### src/rtl/serial_compare_pkg.sv
package serial_compare_pkg;

  // Strobes from the control to the datapath for one cycle.
  typedef struct packed {
    logic clr;    // restore idle results, take no bit
    logic step;   // accept the serial bit pair
    logic fresh;  // the accepted bit opens a new stream
  } cmpStrobe_t;

  // Registered relation flags.
  typedef struct packed {
    logic eq;
    logic ult;
    logic ugt;
    logic slt;
    logic sgt;
  } cmpFlags_t;

  localparam cmpFlags_t FLAGS_IDLE = '{eq: 1'b1, ult: 1'b0, ugt: 1'b0, slt: 1'b0, sgt: 1'b0};

endpackage

### src/rtl/serial_compare_ctrl.sv
module serial_compare_ctrl
  import serial_compare_pkg::*;
(
  input  logic       clk,
  input  logic       rstN,
  input  logic       start,
  input  logic       bitValid,
  output cmpStrobe_t strobe
);

  always_comb begin
    strobe.step  = bitValid;
    strobe.fresh = bitValid & start;
    strobe.clr   = start & ~bitValid;
  end

  // clear and bit acceptance never coincide, and a fresh bit is a step
  assert_strobe_excl_R8: assert property (@(posedge clk) disable iff (!rstN)
    !(strobe.clr && strobe.step));
  assert_fresh_is_step_R7: assert property (@(posedge clk) disable iff (!rstN)
    strobe.fresh |-> strobe.step);

endmodule

### src/rtl/serial_compare_dp.sv
module serial_compare_dp
  import serial_compare_pkg::*;
(
  input  logic       clk,
  input  logic       rstN,
  input  cmpStrobe_t strobe,
  input  logic       aBit,
  input  logic       bBit,
  output cmpFlags_t  flags
);

  cmpFlags_t flagsQ;
  cmpFlags_t flagsD;
  logic      sameBit;
  logic      prevEq;
  logic      prevUlt;
  logic      prevUgt;

  // A fresh bit compares against an empty history
  always_comb begin
    prevEq  = strobe.fresh ? 1'b1 : flagsQ.eq;
    prevUlt = strobe.fresh ? 1'b0 : flagsQ.ult;
    prevUgt = strobe.fresh ? 1'b0 : flagsQ.ugt;
    sameBit = ~(aBit ^ bBit);

    flagsD.eq  = prevEq & sameBit;
    flagsD.ult = (~aBit & bBit) | (sameBit & prevUlt);
    flagsD.ugt = (aBit & ~bBit) | (sameBit & prevUgt);
    // newest bit is the sign: a differing sign decides directly
    flagsD.slt = sameBit ? flagsD.ult : aBit;
    flagsD.sgt = sameBit ? flagsD.ugt : bBit;
  end

  always_ff @(posedge clk or negedge rstN) begin
    if (!rstN)            flagsQ <= FLAGS_IDLE;
    else if (strobe.clr)  flagsQ <= FLAGS_IDLE;
    else if (strobe.step) flagsQ <= flagsD;
  end

  assign flags = flagsQ;

  // equality never recovers inside a stream
  assert_eq_sticky_R2: assert property (@(posedge clk) disable iff (!rstN)
    (strobe.step && !strobe.fresh && !flagsQ.eq) |=> !flagsQ.eq);
  // idle cycles freeze every flag
  assert_idle_hold_R6: assert property (@(posedge clk) disable iff (!rstN)
    (!strobe.step && !strobe.clr) |=> $stable(flagsQ));
  // clear restores idle flags
  assert_clear_idle_R8: assert property (@(posedge clk) disable iff (!rstN)
    strobe.clr |=> (flagsQ.eq && !flagsQ.ult && !flagsQ.ugt && !flagsQ.slt && !flagsQ.sgt));
  // relation triples are one-hot
  assert_unsigned_onehot_R9: assert property (@(posedge clk) disable iff (!rstN)
    $countones({flagsQ.eq, flagsQ.ult, flagsQ.ugt}) == 1);
  assert_signed_onehot_R9: assert property (@(posedge clk) disable iff (!rstN)
    $countones({flagsQ.eq, flagsQ.slt, flagsQ.sgt}) == 1);
  // differing sign bits decide the signed result
  assert_sign_decides_R4: assert property (@(posedge clk) disable iff (!rstN)
    (strobe.step && (aBit != bBit)) |=> (flagsQ.slt == $past(aBit) && flagsQ.sgt == $past(bBit)));

endmodule

### src/rtl/serial_compare.sv
module serial_compare
  import serial_compare_pkg::*;
(
  input  logic clk,
  input  logic rstN,
  input  logic start,
  input  logic bitValid,
  input  logic aBit,
  input  logic bBit,
  output logic eqOut,
  output logic ultOut,
  output logic ugtOut,
  output logic uleOut,
  output logic ugeOut,
  output logic sltOut,
  output logic sgtOut,
  output logic sleOut,
  output logic sgeOut
);

  cmpStrobe_t strobe;
  cmpFlags_t  flags;

  serial_compare_ctrl u_ctrl (
    .clk      (clk),
    .rstN     (rstN),
    .start    (start),
    .bitValid (bitValid),
    .strobe   (strobe)
  );

  serial_compare_dp u_dp (
    .clk    (clk),
    .rstN   (rstN),
    .strobe (strobe),
    .aBit   (aBit),
    .bBit   (bBit),
    .flags  (flags)
  );

  assign eqOut  = flags.eq;
  assign ultOut = flags.ult;
  assign ugtOut = flags.ugt;
  assign sltOut = flags.slt;
  assign sgtOut = flags.sgt;
  // inclusive relations
  assign uleOut = flags.ult | flags.eq;
  assign ugeOut = flags.ugt | flags.eq;
  assign sleOut = flags.slt | flags.eq;
  assign sgeOut = flags.sgt | flags.eq;

endmodule

### config.mk
export PLATFORM = sky130hd
export DESIGN_NAME = serial_compare
export DESIGN_NICKNAME = d
export VERILOG_FILES = /design/src/rtl/serial_compare_pkg.sv /design/src/rtl/serial_compare_ctrl.sv /design/src/rtl/serial_compare_dp.sv /design/src/rtl/serial_compare.sv
export SDC_FILE = /design/constraint.sdc
export NUM_CORES = 1
export LEC_CHECK = 0
export CORE_AREA = 2 2 39 41
export DETAILED_ROUTE_END_ITERATION = 6
export DIE_AREA = 0 0 41 43
export PLACE_DENSITY = 0.64
export SLEW_MARGIN = 15
export SYNTH_ARGS = -nofsm -noshare
export SYNTH_HDL_FRONTEND = slang
export SYNTH_HIERARCHICAL = 1
export SYNTH_SLANG_ARGS = --single-unit
### constraint.sdc
create_clock -name clk -period 1.3 [get_ports clk]
set_clock_uncertainty 0.15 [all_clocks]
set_input_delay 0.13 -clock clk [delete_from_list [all_inputs] [get_ports clk]]
set_output_delay 0.13 -clock clk [all_outputs]
set_load 0.01 [all_outputs]
==> flow_metrics.env <==
export IMPL_cts_tree="built"
export IMPL_grt_usage_pct=11.5
export IMPL_area_delta_synth_final_pct=75.2
export IMPL_slowest_delay_ns=0.55
export IMPL_dp_hpwl_um=601
export IMPL_vias=360
export IMPL_n_antenna_cell=0
export IMPL_fin_crit_ns=1.37
export IMPL_maxCapViolations=0
export IMPL_end_kind="output pin"
export IMPL_largest_reg_flops=5
export IMPL_first_global_vias=344
export IMPL_gp_congestion=0.688
export IMPL_cts_buffers=3
export IMPL_path_buf_inv=2
export IMPL_clock_path_buffers=2
export IMPL_grt_pass1_wl_um=1310
export IMPL_clk_pin_slew_worst_paths_ns=0.04
export IMPL_synth_warning_count=6
export IMPL_power_leakage_uw=0.000296
export IMPL_dp_slack_ns=-0.391
export IMPL_yosysUniqueCellTypes=18
export IMPL_rows=14
export IMPL_synth_seq_cells=5
export IMPL_h_tree_depth=1
export IMPL_netlist_instances=36
export IMPL_path_max_fanout=5
export IMPL_pwr_share_comb_pct=39.8
export IMPL_via_per_inst=4.39
export IMPL_fmax_ghz=0.731
export IMPL_drt_first_pass_iters=2
export IMPL_die_area_mm2=0.00176
export IMPL_yosysTopAreaCell="dfrtp_1"
export IMPL_fin_tns_setup_ns=-0.0672
export IMPL_die_w_um=41
export IMPL_portBuffers=14
export IMPL_coreArea_mm2=0.00138
export IMPL_power_switching_uw=172
export IMPL_p_per_area_mw_per_mm2=975
export IMPL_crit_path_top_delay_cell="dfstp_2"
export IMPL_ios=15
export IMPL_tightestPinTransition_ns=0.266
export IMPL_min_period_over_period_pct=105
export IMPL_slew_headroom_pct=82.2
export IMPL_crit_path_cell_trace="buf_6 -> or2_1 -> buf_2"
export IMPL_cp_arrival_ns=1.09
export IMPL_overflow=0
export IMPL_grt_max_degree=11
export IMPL_final_antenna_net_count=0
export IMPL_synthTopCellsByArea="dfrtp_1, dfstp_2, ha_1"
export IMPL_critical_path_class="flip-flop to output pin"
export IMPL_syn_area_per_cell_um2=9.94
export IMPL_nNetsFinal=75
export IMPL_dr_first_iter_drc_count=1
export IMPL_clockRootBuffer="clkbuf_4"
export IMPL_peakVddDrop_mv=0.319
export IMPL_drc_errors=0
export IMPL_wl_per_cell_um=9.49
export IMPL_hp_class="input pin to flip-flop"
export IMPL_startpoint_type="flip-flop"
export IMPL_synth_top_cell_area_share_pct=28.0
export IMPL_cts_sinks=5
export IMPL_synth_area_um2=358
export IMPL_drv_slew=0
export IMPL_fp_dieH_um=43
export IMPL_drive_gt1_share_pct=43.9
export IMPL_hold_viol=0
export IMPL_clock_power_share_pct=28.8
export IMPL_initial_core_util_pct=25.9
export IMPL_yosysSeqAreaShare_pct=35.3
export IMPL_switching_share_pct=28.2
export IMPL_internal_power_uw=439
export IMPL_cp_required_ns=1.02
export IMPL_path_delay_family="flip-flops"
export IMPL_wirelength_um=778
export IMPL_setup_ws_ns=-0.0672
export IMPL_violations="negative setup slack"
export IMPL_setup_viol=1
export IMPL_antenna_found_initial=0
export IMPL_run_status="complete, but fails checks"
export IMPL_insertion_delay_ns=0.24
export IMPL_final_util_pct=45.3
export IMPL_rsz0062_at_grt="true"
export IMPL_seqPwrFrac_pct=31.4
export IMPL_synth_nets=44
power by group through the flow:
stage | clock network [uW] | logic (uW) | registers [uW]
2_1_floorplan | 0 | 82.5 | 211
3_3_place_gp | 0 | 246 | 194
3_5_place_dp | 0 | 249 | 195
4_1_cts | 180 | 240 | 192
5_1_grt | 205 | 270 | 195
6_report | 176 | 243 | 192
area by class of cell:
| class | count | area [um^2] |
|---|---|---|
| flip-flops and latches | 5 | 126 |
| inverters | 2 | 7.51 |
| multi-input cells | 27 | 228 |
| well taps | 16 | 20.0 |
| repair buffers | 28 | 219 |
| fillers | 149 | 757 |
| clock buffers | 4 | 26.3 |
what timing repair did:
action | in CTS | in global routing
endpoints found under the setup margin | 14 | 8
buffers inserted | 1 | 1
hold buffers | 1 | 0
gates resized for setup | 31 | 5
gates cloned | 0 | 0
hold endpoints to repair | 4 | 0
pin swaps | 1 | 2
placed cells by master (no fill, tap or decap), drive strengths merged, types with 3 or more instances in the layout:
master	netlist	routed
a21oi	3	3
buf	2	18
clkbuf	0	5
clkdlybuf4s15	0	3
clkdlybuf4s50	0	3
dfrtp	4	4
o21bai	3	3
or2	4	4
cells by family after synthesis:
kind of cell / Yosys count / share of synthesized area [%]
simple gates: 15 / 30.1
compound gates: 8 / 14.7
flops: 5 / 35.3
buf+inv: 4 / 7.34
mux: 2 / 5.59
fa+ha+maj: 2 / 6.99
worst min-delay path, cell delays in order:
cell	delay, ns
dlygate4sd2_1	0.22
buf_4	0.12
nor3b_1	0.05
a211oi_2	0.18
metal layers:
metal	vias to the layer above	routed length, um	share of wire, %	global-route usage, %
met2	17	333	43	16.6
met4	0	21	2.7	10.0
met3	2	82	11	3.14
met1	154	340	44	13.1
met5	-	0	0	0
li1	187	-	-	-
through the flow:
stage | power, uW | cell area [um^2] | hold WS (ns) | std cells
final | 611 | 627 | 0.361 | 82
after global routing | 669 | 627 | 0.391 | 82
after CTS | 611 | 624 | 0.361 | 81
after detailed placement | 444 | 582 | 0.212 | 75
after global placement | 441 | 582 | 0.215 | 75
after floorplan | 294 | 358 | -0.316 | 36
cells in the mapped netlist:
cell / number
dfrtp_1: 4
or2_1: 4
a21oi_1: 3
o21bai_1: 3
a211oi_1: 2
and3b_1: 2
ha_1: 2
inv_1: 2
mux2i_1: 2
nand2b_1: 2
nand3b_1: 2
nor3b_1: 2
and2_2: 1
and2b_2: 1
buf_4: 1
buf_6: 1
dfstp_2: 1
nor2b_1: 1
worst paths after layout:
| check | start | endpoint | slack [ns] | depth (start not counted) |
|---|---|---|---|---|
| max reg2reg | u_dp/flags[4] | u_dp/flags[4] | 0.18 | 4 |
| max | u_dp/flags[4] | ugeOut | -0.07 | 3 |
| min in group asynchronous | rstN | u_dp/flags[0] | 0.50 | 2 |
| max in group asynchronous | rstN | u_dp/flags[4] | 0.26 | 2 |
| min | aBit | u_dp/flags[1] | 0.36 | 4 |
| min reg2reg | u_dp/flags[3] | u_dp/flags[3] | 0.52 | 3 |
Power figures use the tool's default switching activity.
